$ cat config.mk
export PLATFORM = sky130hd
export DESIGN_NAME = wu_snoop_cache
export DESIGN_NICKNAME = d
export VERILOG_FILES = /design/src/rtl/wu_cache_pkg.sv /design/src/rtl/wu_tag_array.sv /design/src/rtl/wu_data_ram.sv /design/src/rtl/wu_snoop_cache.sv
export SDC_FILE = /design/constraint.sdc
export NUM_CORES = 2
export LEC_CHECK = 0
export CAP_MARGIN = 20
export CORE_ASPECT_RATIO = 0.9
export CORE_UTILIZATION = 30
export DETAILED_ROUTE_END_ITERATION = 10
export PLACE_DENSITY = 0.55
export SYNTH_ARGS = -nofsm -noshare
export SYNTH_HDL_FRONTEND = slang
export SYNTH_SLANG_ARGS = --single-unit
$ cat constraint.sdc
create_clock -name clk -period 10 [get_ports clk]
set_clock_uncertainty 0.05 [all_clocks]
set_input_delay 2 -clock clk [delete_from_list [all_inputs] [get_ports clk]]
set_output_delay 2 -clock clk [all_outputs]
set_load 0.005 [all_outputs]
$ cat src/rtl/wu_cache_pkg.sv
package wu_cache_pkg;

  typedef enum logic [1:0] {
    ST_IDLE = 2'd0,
    ST_REQ  = 2'd1,
    ST_XFER = 2'd2
  } wu_state_e;

endpackage

$ cat src/rtl/wu_tag_array.sv
module wu_tag_array #(
  parameter int IDX_W = 6,
  parameter int TAG_W = 10
) (
  input  logic             clk,
  input  logic             rst,
  input  logic [IDX_W-1:0] cpu_idx,
  input  logic [TAG_W-1:0] cpu_tag,
  output logic             cpu_hit,
  input  logic [IDX_W-1:0] snp_idx,
  input  logic [TAG_W-1:0] snp_tag,
  output logic             snp_hit,
  input  logic             fill_en,
  input  logic [IDX_W-1:0] fill_idx,
  input  logic [TAG_W-1:0] fill_tag
);
  localparam int LINES = 1 << IDX_W;

  logic [LINES-1:0] valid_q;
  logic [TAG_W-1:0] tag_q [LINES];

  // valid bits: cleared by reset, set only by a read-miss fill
  always_ff @(posedge clk) begin
    if (rst) begin
      valid_q <= '0;
    end else if (fill_en) begin
      valid_q[fill_idx] <= 1'b1;
    end
  end

  always_ff @(posedge clk) begin
    if (fill_en) begin
      tag_q[fill_idx] <= fill_tag;
    end
  end

  // two independent lookup ports
  always_comb begin
    cpu_hit = valid_q[cpu_idx] && (tag_q[cpu_idx] == cpu_tag);
    snp_hit = valid_q[snp_idx] && (tag_q[snp_idx] == snp_tag);
  end

  AST_RESET_CLEARS_VALID: assert property (@(posedge clk)
    rst |=> (valid_q == '0));

  AST_FILL_MAKES_VALID: assert property (@(posedge clk) disable iff (rst)
    fill_en |=> valid_q[$past(fill_idx)]);

endmodule

$ cat src/rtl/wu_data_ram.sv
module wu_data_ram #(
  parameter int IDX_W  = 6,
  parameter int DATA_W = 32
) (
  input  logic              clk,
  input  logic              rst,
  input  logic              a_we,
  input  logic [IDX_W-1:0]  a_idx,
  input  logic [DATA_W-1:0] a_data,
  input  logic              b_we,
  input  logic [IDX_W-1:0]  b_idx,
  input  logic [DATA_W-1:0] b_data,
  output logic [DATA_W-1:0] b_rdata
);
  localparam int LINES = 1 << IDX_W;

  logic [DATA_W-1:0] mem [LINES];

  // port A: snoop, write only. port B: processor, read-first with write.
  // B is written after A, so B wins on a shared entry.
  always_ff @(posedge clk) begin
    if (a_we) begin
      mem[a_idx] <= a_data;
    end
    if (b_we) begin
      mem[b_idx] <= b_data;
    end
    b_rdata <= mem[b_idx];
  end

  AST_SNOOP_LANDS: assert property (@(posedge clk) disable iff (rst)
    (a_we && !(b_we && (b_idx == a_idx))) |=> (mem[$past(a_idx)] == $past(a_data)));

  AST_PROC_WINS_SAME_ENTRY: assert property (@(posedge clk) disable iff (rst)
    (a_we && b_we && (a_idx == b_idx)) |=> (mem[$past(b_idx)] == $past(b_data)));

endmodule

$ cat src/rtl/wu_snoop_cache.sv
module wu_snoop_cache
  import wu_cache_pkg::*;
#(
  parameter int ADDR_W = 16,
  parameter int IDX_W  = 6,
  parameter int DATA_W = 32
) (
  input  logic              clk,
  input  logic              rst,
  input  logic              cpu_req,
  input  logic              cpu_we,
  input  logic [ADDR_W-1:0] cpu_addr,
  input  logic [DATA_W-1:0] cpu_wdata,
  output logic              cpu_ready,
  output logic [DATA_W-1:0] cpu_rdata,
  output logic              bus_req,
  input  logic              bus_gnt,
  output logic              bus_we,
  output logic [ADDR_W-1:0] bus_addr,
  output logic [DATA_W-1:0] bus_wdata,
  input  logic              bus_done,
  input  logic [DATA_W-1:0] bus_rdata,
  input  logic              snoop_valid,
  input  logic [ADDR_W-1:0] snoop_addr,
  input  logic [DATA_W-1:0] snoop_wdata
);
  localparam int TAG_W = ADDR_W - IDX_W;

  wu_state_e         state_q;
  logic              bus_req_q;
  logic              op_we_q;
  logic [ADDR_W-1:0] op_addr_q;
  logic [DATA_W-1:0] op_wdata_q;
  logic              ready_q;
  logic              use_fill_q;
  logic [DATA_W-1:0] fill_q;

  logic [ADDR_W-1:0] lk_addr;
  logic [IDX_W-1:0]  lk_idx;
  logic [TAG_W-1:0]  lk_tag;
  logic [IDX_W-1:0]  snp_idx;
  logic [TAG_W-1:0]  snp_tag;
  logic              cpu_hit;
  logic              snp_hit;
  logic              xfer_done;
  logic              fill_en;
  logic              ram_a_we;
  logic              ram_b_we;
  logic [DATA_W-1:0] ram_b_data;
  logic [DATA_W-1:0] ram_rdata;

  // processor lookup follows the incoming request while idle,
  // the held operation otherwise
  always_comb begin
    lk_addr    = (state_q == ST_IDLE) ? cpu_addr : op_addr_q;
    lk_idx     = lk_addr[IDX_W-1:0];
    lk_tag     = lk_addr[ADDR_W-1:IDX_W];
    snp_idx    = snoop_addr[IDX_W-1:0];
    snp_tag    = snoop_addr[ADDR_W-1:IDX_W];
    xfer_done  = (state_q == ST_XFER) && bus_done;
    fill_en    = xfer_done && !op_we_q;
    ram_a_we   = snoop_valid && snp_hit;
    ram_b_we   = xfer_done && (!op_we_q || cpu_hit);
    ram_b_data = op_we_q ? op_wdata_q : bus_rdata;
  end

  wu_tag_array #(
    .IDX_W (IDX_W),
    .TAG_W (TAG_W)
  ) u_tags (
    .clk      (clk),
    .rst      (rst),
    .cpu_idx  (lk_idx),
    .cpu_tag  (lk_tag),
    .cpu_hit  (cpu_hit),
    .snp_idx  (snp_idx),
    .snp_tag  (snp_tag),
    .snp_hit  (snp_hit),
    .fill_en  (fill_en),
    .fill_idx (op_addr_q[IDX_W-1:0]),
    .fill_tag (op_addr_q[ADDR_W-1:IDX_W])
  );

  wu_data_ram #(
    .IDX_W  (IDX_W),
    .DATA_W (DATA_W)
  ) u_data (
    .clk     (clk),
    .rst     (rst),
    .a_we    (ram_a_we),
    .a_idx   (snp_idx),
    .a_data  (snoop_wdata),
    .b_we    (ram_b_we),
    .b_idx   (lk_idx),
    .b_data  (ram_b_data),
    .b_rdata (ram_rdata)
  );

  always_ff @(posedge clk) begin
    if (rst) begin
      state_q    <= ST_IDLE;
      bus_req_q  <= 1'b0;
      op_we_q    <= 1'b0;
      op_addr_q  <= '0;
      op_wdata_q <= '0;
      ready_q    <= 1'b0;
      use_fill_q <= 1'b0;
      fill_q     <= '0;
    end else begin
      ready_q <= 1'b0;
      unique case (state_q)
        ST_IDLE: begin
          if (cpu_req) begin
            if (!cpu_we && cpu_hit) begin
              ready_q    <= 1'b1;
              use_fill_q <= 1'b0;
            end else begin
              state_q    <= ST_REQ;
              bus_req_q  <= 1'b1;
              op_we_q    <= cpu_we;
              op_addr_q  <= cpu_addr;
              op_wdata_q <= cpu_wdata;
            end
          end
        end
        ST_REQ: begin
          if (bus_gnt) begin
            state_q <= ST_XFER;
          end
        end
        ST_XFER: begin
          if (bus_done) begin
            state_q   <= ST_IDLE;
            bus_req_q <= 1'b0;
            ready_q   <= 1'b1;
            if (!op_we_q) begin
              fill_q     <= bus_rdata;
              use_fill_q <= 1'b1;
            end
          end
        end
        default: state_q <= ST_IDLE;
      endcase
    end
  end

  assign cpu_ready = ready_q;
  assign cpu_rdata = use_fill_q ? fill_q : ram_rdata;
  assign bus_req   = bus_req_q;
  assign bus_we    = op_we_q;
  assign bus_addr  = op_addr_q;
  assign bus_wdata = op_wdata_q;

  AST_HIT_NO_BUS: assert property (@(posedge clk) disable iff (rst)
    (state_q == ST_IDLE && cpu_req && !cpu_we && cpu_hit) |=> (cpu_ready && !bus_req));

  AST_WRITE_BROADCAST: assert property (@(posedge clk) disable iff (rst)
    (state_q == ST_IDLE && cpu_req && cpu_we) |=>
      (bus_req && bus_we && bus_addr == $past(cpu_addr) && bus_wdata == $past(cpu_wdata)));

  AST_WAIT_FOR_GRANT: assert property (@(posedge clk) disable iff (rst)
    (state_q == ST_REQ && !bus_gnt) |=> (state_q == ST_REQ && bus_req && !cpu_ready));

  AST_READY_AFTER_DONE: assert property (@(posedge clk) disable iff (rst)
    xfer_done |=> (cpu_ready && !bus_req));

  AST_READY_IS_PULSE: assert property (@(posedge clk) disable iff (rst)
    cpu_ready |=> !cpu_ready);

endmodule

=== Word level (Yosys, flattened, before mapping) ===
Memory sizes are Yosys's and may differ from the RTL's. A register that Yosys moved wholly into a read port is not among the register bits.
Cells that the tools add are included.

* Input bits: 135
* Word-level logic and storage cells: 79
* Memories: 2
* Flip-flop bits (word level): 150
* Output and inout bits: 83
* RAM bits: 2688

{| class="wikitable"
|+ Memories
! memory !! words !! width !! rd ports !! clocked after memory_dff !! write ports !! line !! RTL
|-
| u_data.mem || 64 || 32 || 1 || 1 || 2 || wu_data_ram.sv:17 || <nowiki>logic [DATA_W-1:0] mem [LINES];</nowiki>
|-
| u_tags.tag_q || 64 || 10 || 2 || 0 || 1 || wu_tag_array.sv:20 || <nowiki>logic [TAG_W-1:0] tag_q [LINES];</nowiki>
|}

* Magnitude comparators: 4
* Mux-type cells: 33
* Reduce and logical (&&, ||, !) cells: 18
* Bitwise gates (word level): 3
* Eq/ne operators: 10

{| class="wikitable"
|+ Operator list
! kind !! number
|-
| $mux 32 || 2
|-
| $or 64x64->64 || 1
|-
| $lt 6x7->1 const B || 3
|-
| $eq 10x10->1 || 2
|-
| $mux 1 || 19
|-
| $mux 16 || 1
|-
| $bmux 1 s6 || 2
|-
| $ne 2x2->1 const B || 5
|-
| $logic_and 1x1->1 || 8
|-
| $mux 2 || 4
|-
| $reduce_and 4->1 || 2
|-
| $demux 1 s6 || 1
|-
| $ge 6x1->1 const B || 1
|-
| $pmux 1 s2 || 3
|-
| $pmux 2 s3 || 1
|-
| $reduce_and 3->1 || 2
|-
| $reduce_and 5->1 || 1
|-
| $eq 2x1->1 const B || 1
|-
| $eq 2x2->1 const B || 1
|-
| $logic_not 1->1 || 2
|-
| $logic_not 2->1 || 1
|-
| $ne 2x1->1 const B || 1
|-
| $not 1->1 || 2
|-
| $reduce_bool 2->1 || 1
|-
| $logic_or 1x1->1 || 1
|}

=== Longest topological paths before layout ===
* Word-level depth: 9
* Depth in mapped cells: 21
* Gate-level depth less buffers: 11

=== Hierarchy ===
A second synthesis with hierarchy kept.

* Cells, all modules: 9690
* Area total of the unflattened synthesis: 143141.0 um^2

{| class="wikitable"
|+ By module, submodules not included
! module !! cells each !! seq. area each (um^2) !! area each (um^2) !! instances
|-
| wu_data_ram || 7216 || 62139.6 || 104953.2 || 1
|-
| wu_tag_array || 1943 || 20499.7 || 33606.0 || 1
|-
| wu_snoop_cache || 531 || 1721.7 || 4581.9 || 1
|}

=== Least setup slack after synthesis ===
OpenSTA, ideal clock, no wires.

* Kind: in2reg
* Start: in snoop_addr[1]
* End: mem u_data.mem[18][0], enable pin
* Data arrival time: 8.035 ns
* Library setup time: 0.472 ns
* Setup slack: 1.443 ns
* Stages on the path: 15
* Buffers on the path: 7
* Data required time: 9.478 ns
* Cell sequence: buf_2 clkbuf_1 clkbuf_1 clkbuf_1 clkbuf_1 buf_1 mux2i_1 o22ai_1 o21ai_0 nand4_1 nor3_1 xnor2_1 or4_1 clkbuf_1 o32ai_1

{| class="wikitable"
|+ RTL lines
! what !! line !! RTL
|-
| from (decl) || wu_snoop_cache.sv:24 || <nowiki>input logic [ADDR_W-1:0] snoop_addr,</nowiki>
|-
| to (decl) || wu_data_ram.sv:17 ||
|}

==> impl_metrics.tcl <==
set metrics [dict create \
    r2r_slack_ns 2.29 \
    hold_end "fill_q[2]" \
    p_comb_frac 0.141 \
    register_area_sq_um 84370 \
    fmax_mhz 117.5 \
    mostFrequentLayoutCells "edfxtp_1 (2,688), a2bb2oi_2 (1,110), a2bb2oi_1 (939), nand2_1 (706), a22oi_1 (566)" \
    syn_nets 10623 \
    synth_edf_count 2688 \
    cp_data_required_time_ns 10.54 \
    finalMaxSlewViolations 0 \
    ctsHoldBuffers 0 \
    mostFrequentLayoutCell "edfxtp_1" \
    reg2reg_from "state_q[1]" \
    critPathMaxFanout 61 \
    cts_tree "done" \
    grt_antenna_before_repair 66 \
    nets 10441 \
    tightest_slew_ns 1.361 \
    cts_max_path_buffers 4 \
    cell_internal_pwr_w 0.02148 \
    end_kind "flop" \
    area_growth_pct 16.67 \
    final_util 0.3524 \
    setup_ws_ns 1.491 \
    drive_gt1_frac 0.2704 \
    max-vdd-ir-drop_mv 0.1348 \
    switchingPower_w 0.008189 \
    yosysWarnings 0 \
    power_frac_seq 0.446 \
    totalPowerFinal_w 0.02967 \
    dr.first_iter.drc_count 19379 \
    setup_violations 0 \
    netlist.area_leader.share 0.5567 \
    syn_area_per_cell_sq_um 13.83 \
    layout.cells.non_filler 17040 \
    cts_root_buf "clkbuf_16" \
    core_sq_um 480100 \
    dr_total_vias 112275 \
    initial_core_util 0.3021 \
    hold_depth 2 \
    finalCritPeriodShare 0.8509 \
    synth_seq_cells 2870 \
    grt_pass1_vias 106282 \
    rsz0062_at_grt "false" \
    rows 241 \
    ios 218 \
    r2r_cells 16 \
    synth_cell_types 99 \
    ant_nets 0 \
    finalWeightedCongestion 0.9654 \
    drc 0 \
    path_clk_slew_ns 0.06 \
    place_inst 16406 \
    avgRoutedWirePerCell_um 40.10 \
    worstSetupStartpointType "input pin" \
    hold_class "reg2reg" \
    grt_max_degree 89 \
    power.share.clock 0.412 \
    worstHoldStart "fill_q[2]" \
    cts.sinks 2870 \
    cap_violations 0 \
    finalWirelength_mm 683.2 \
    via_per_inst 6.589 \
    die_y_um 661.6 \
    pre_cts_ws_ns 0.9732 \
    synth_area_sq_um 145000 \
    syn_inst 10488 \
    worstPathCellList "clkdlybuf4s50_1, nor4bb_1, a22oi_2, o22ai_1, o21ai_0, nand3_1, a311oi_1, nand3_1, xor2_4, a2111oi_0, buf_4, a31oi_4, buf_12, o22ai_4, buf_12" \
    startpoint "cpu_addr[2]" \
    grt_util_all_layers 0.2682 \
    slew_headroom 0.09162 \
    timing.final.crit_period_ns 8.509 \
    status "completed" \
    cp_data_arrival_time_ns 9.05 \
    portBuffers 217 \
    leakage_nw 54.26 \
    first_pass_iters 9 \
    ys_top_cells_by_area "edfxtp_1 (56%), a2bb2oi_2 (12%), a2bb2oi_1 (5.7%)" \
    ys.flop_type "edfxtp_1" \
    max_stage_delay_ns 0.93 \
    dpl.hpwl_mm 414.0 \
    yosysTopAreaCell "edfxtp_1" \
    multi_input_area_sq_um 55930 \
    synth-seq-area-share 0.5818 \
    cts_buffers 326 \
    chipWidth_um 734.8 \
    finalSetupTns_ns 0 \
    p_per_area_nw_per_um2 175.4 \
    grt_pass1_wl_mm 916.8 \
    path_class "in2reg" \
    grt_remaining_overflow 0 \
    hold_viol_final 0 \
    ys_async_sr_fraction 0 \
    cts_resized 0 \
    r2r_end "u_data.mem[50][19]" \
    ctsHtreeMaxLevel 5 \
    clk_latency_ns 0.98 \
    post_cts_buffers 0 \
    crit_slowest_cell "a22oi_2" \
    p_sw_frac 0.2760 \
    die_area_sq_um 486100 \
    nFillCells 45828 \
]
==> synth_stat cells, drive strengths merged, types with 8 or more instances <==
master	count
a22oi	567
nand4	50
inv	11
a31oi	196
nor2	338
o21ai	67
nand2b	17
o21bai	8
a32oi	22
edfxtp	2688
mux4	64
nor3	63
o211ai	14
a21o	41
o22ai	250
a41oi	15
and3	76
nor2b	12
nand3b	46
clkbuf	806
o32ai	16
a21oi	240
or2	11
a22o	134
nand2	712
a211oi	95
o41ai	47
nor4	77
a2bb2oi	2050
or4	10
a2111oi	25
a221o	26
mux2i	196
a221oi	298
o31ai	21
dfxtp	182
or3	12
buf	646
mux2	106
nand3	75
o221ai	54
==> worst max-delay path, delay by kind of cell <==
kind	cells	cell delay, ns
buf+inv	4	1.53
xor+xnor	1	0.31
compound gates	7	3.81
simple gates	3	1.03
==> through the flow <==
stage / hold WS, ns / cell area, sq um
after floorplan: 0.3829 / 145000
after global placement: 0.3877 / 158200
after detailed placement: 0.3969 / 158400
after CTS: 0.4054 / 168900
after global routing: 0.4228 / 169100
final: 0.4031 / 169200
==> final cells by class <==
cell class / instances / area share
inverters: 12 / 0.0002811
well taps: 6439 / 0.04762
clock inverters: 182 / 0.01067
clock buffers: 412 / 0.05192
diodes: 29 / 0.0004290
multi-input cells: 6154 / 0.3306
flip-flops and latches: 2870 / 0.4988
repair buffers: 942 / 0.05972
==> worst max-delay path by stage <==
| stage | cells after the start | slack [ns] | endpoint |
|---|---|---|---|
| floorplan | 15 | 1.44 | u_data.mem[18][0] |
| global placement | 15 | 0.80 | u_data.mem[14][10] |
| detailed placement | 16 | 0.97 | u_data.mem[14][10] |
| CTS | 16 | 1.91 | u_data.mem[14][24] |
| global route | 16 | 1.62 | u_data.mem[14][24] |
| finish | 15 | 1.49 | u_data.mem[50][19] |
==> kinds of logic after synthesis <==
logic type                after synthesis  synth area share
AOI/OAI and AO/OA                    4243            0.2896
xor gates and xnor gates               12         0.0009061
buffers and inverters                1464           0.04790
DFF                                  2870            0.5818
muxes                                 366           0.03179
and+or+nand+nor                      1533           0.04805
==> power by group through the flow <==
| stage | sequential [W] | combinational, W | clock [W] |
|---|---|---|---|
| floorplan | 0.0135 | 0.00199 | 0 |
| global placement | 0.0135 | 0.00390 | 0 |
| detailed placement | 0.0135 | 0.00396 | 0 |
| CTS | 0.0132 | 0.00397 | 0.0123 |
| global route | 0.0132 | 0.00419 | 0.0127 |
| finish | 0.0132 | 0.00419 | 0.0122 |
==> metal layers <==
| metal | vias to the layer above | wire, um | GRT usage |
|---|---|---|---|
| met1 | 57429 | 251200 | 0.3443 |
| met5 | - | 506 | 0.002877 |
| met2 | 10017 | 278300 | 0.3792 |
| met4 | 54 | 45680 | 0.1518 |
| met3 | 1930 | 107500 | 0.1102 |
| li1 | 42845 | - | - |
==> flip-flops by register name (all words and copies together) (netlist names) <==
name            cells
fill_q             32
u_tags.valid_q     64
u_data.mem       2048
bus_we              1
use_fill_q          1
state_q             2
bus_addr           16
cpu_ready           1
u_tags.tag_q      640
bus_wdata          32
bus_req             1
u_data.b_rdata     32
Power figures use the tool's default switching activity.
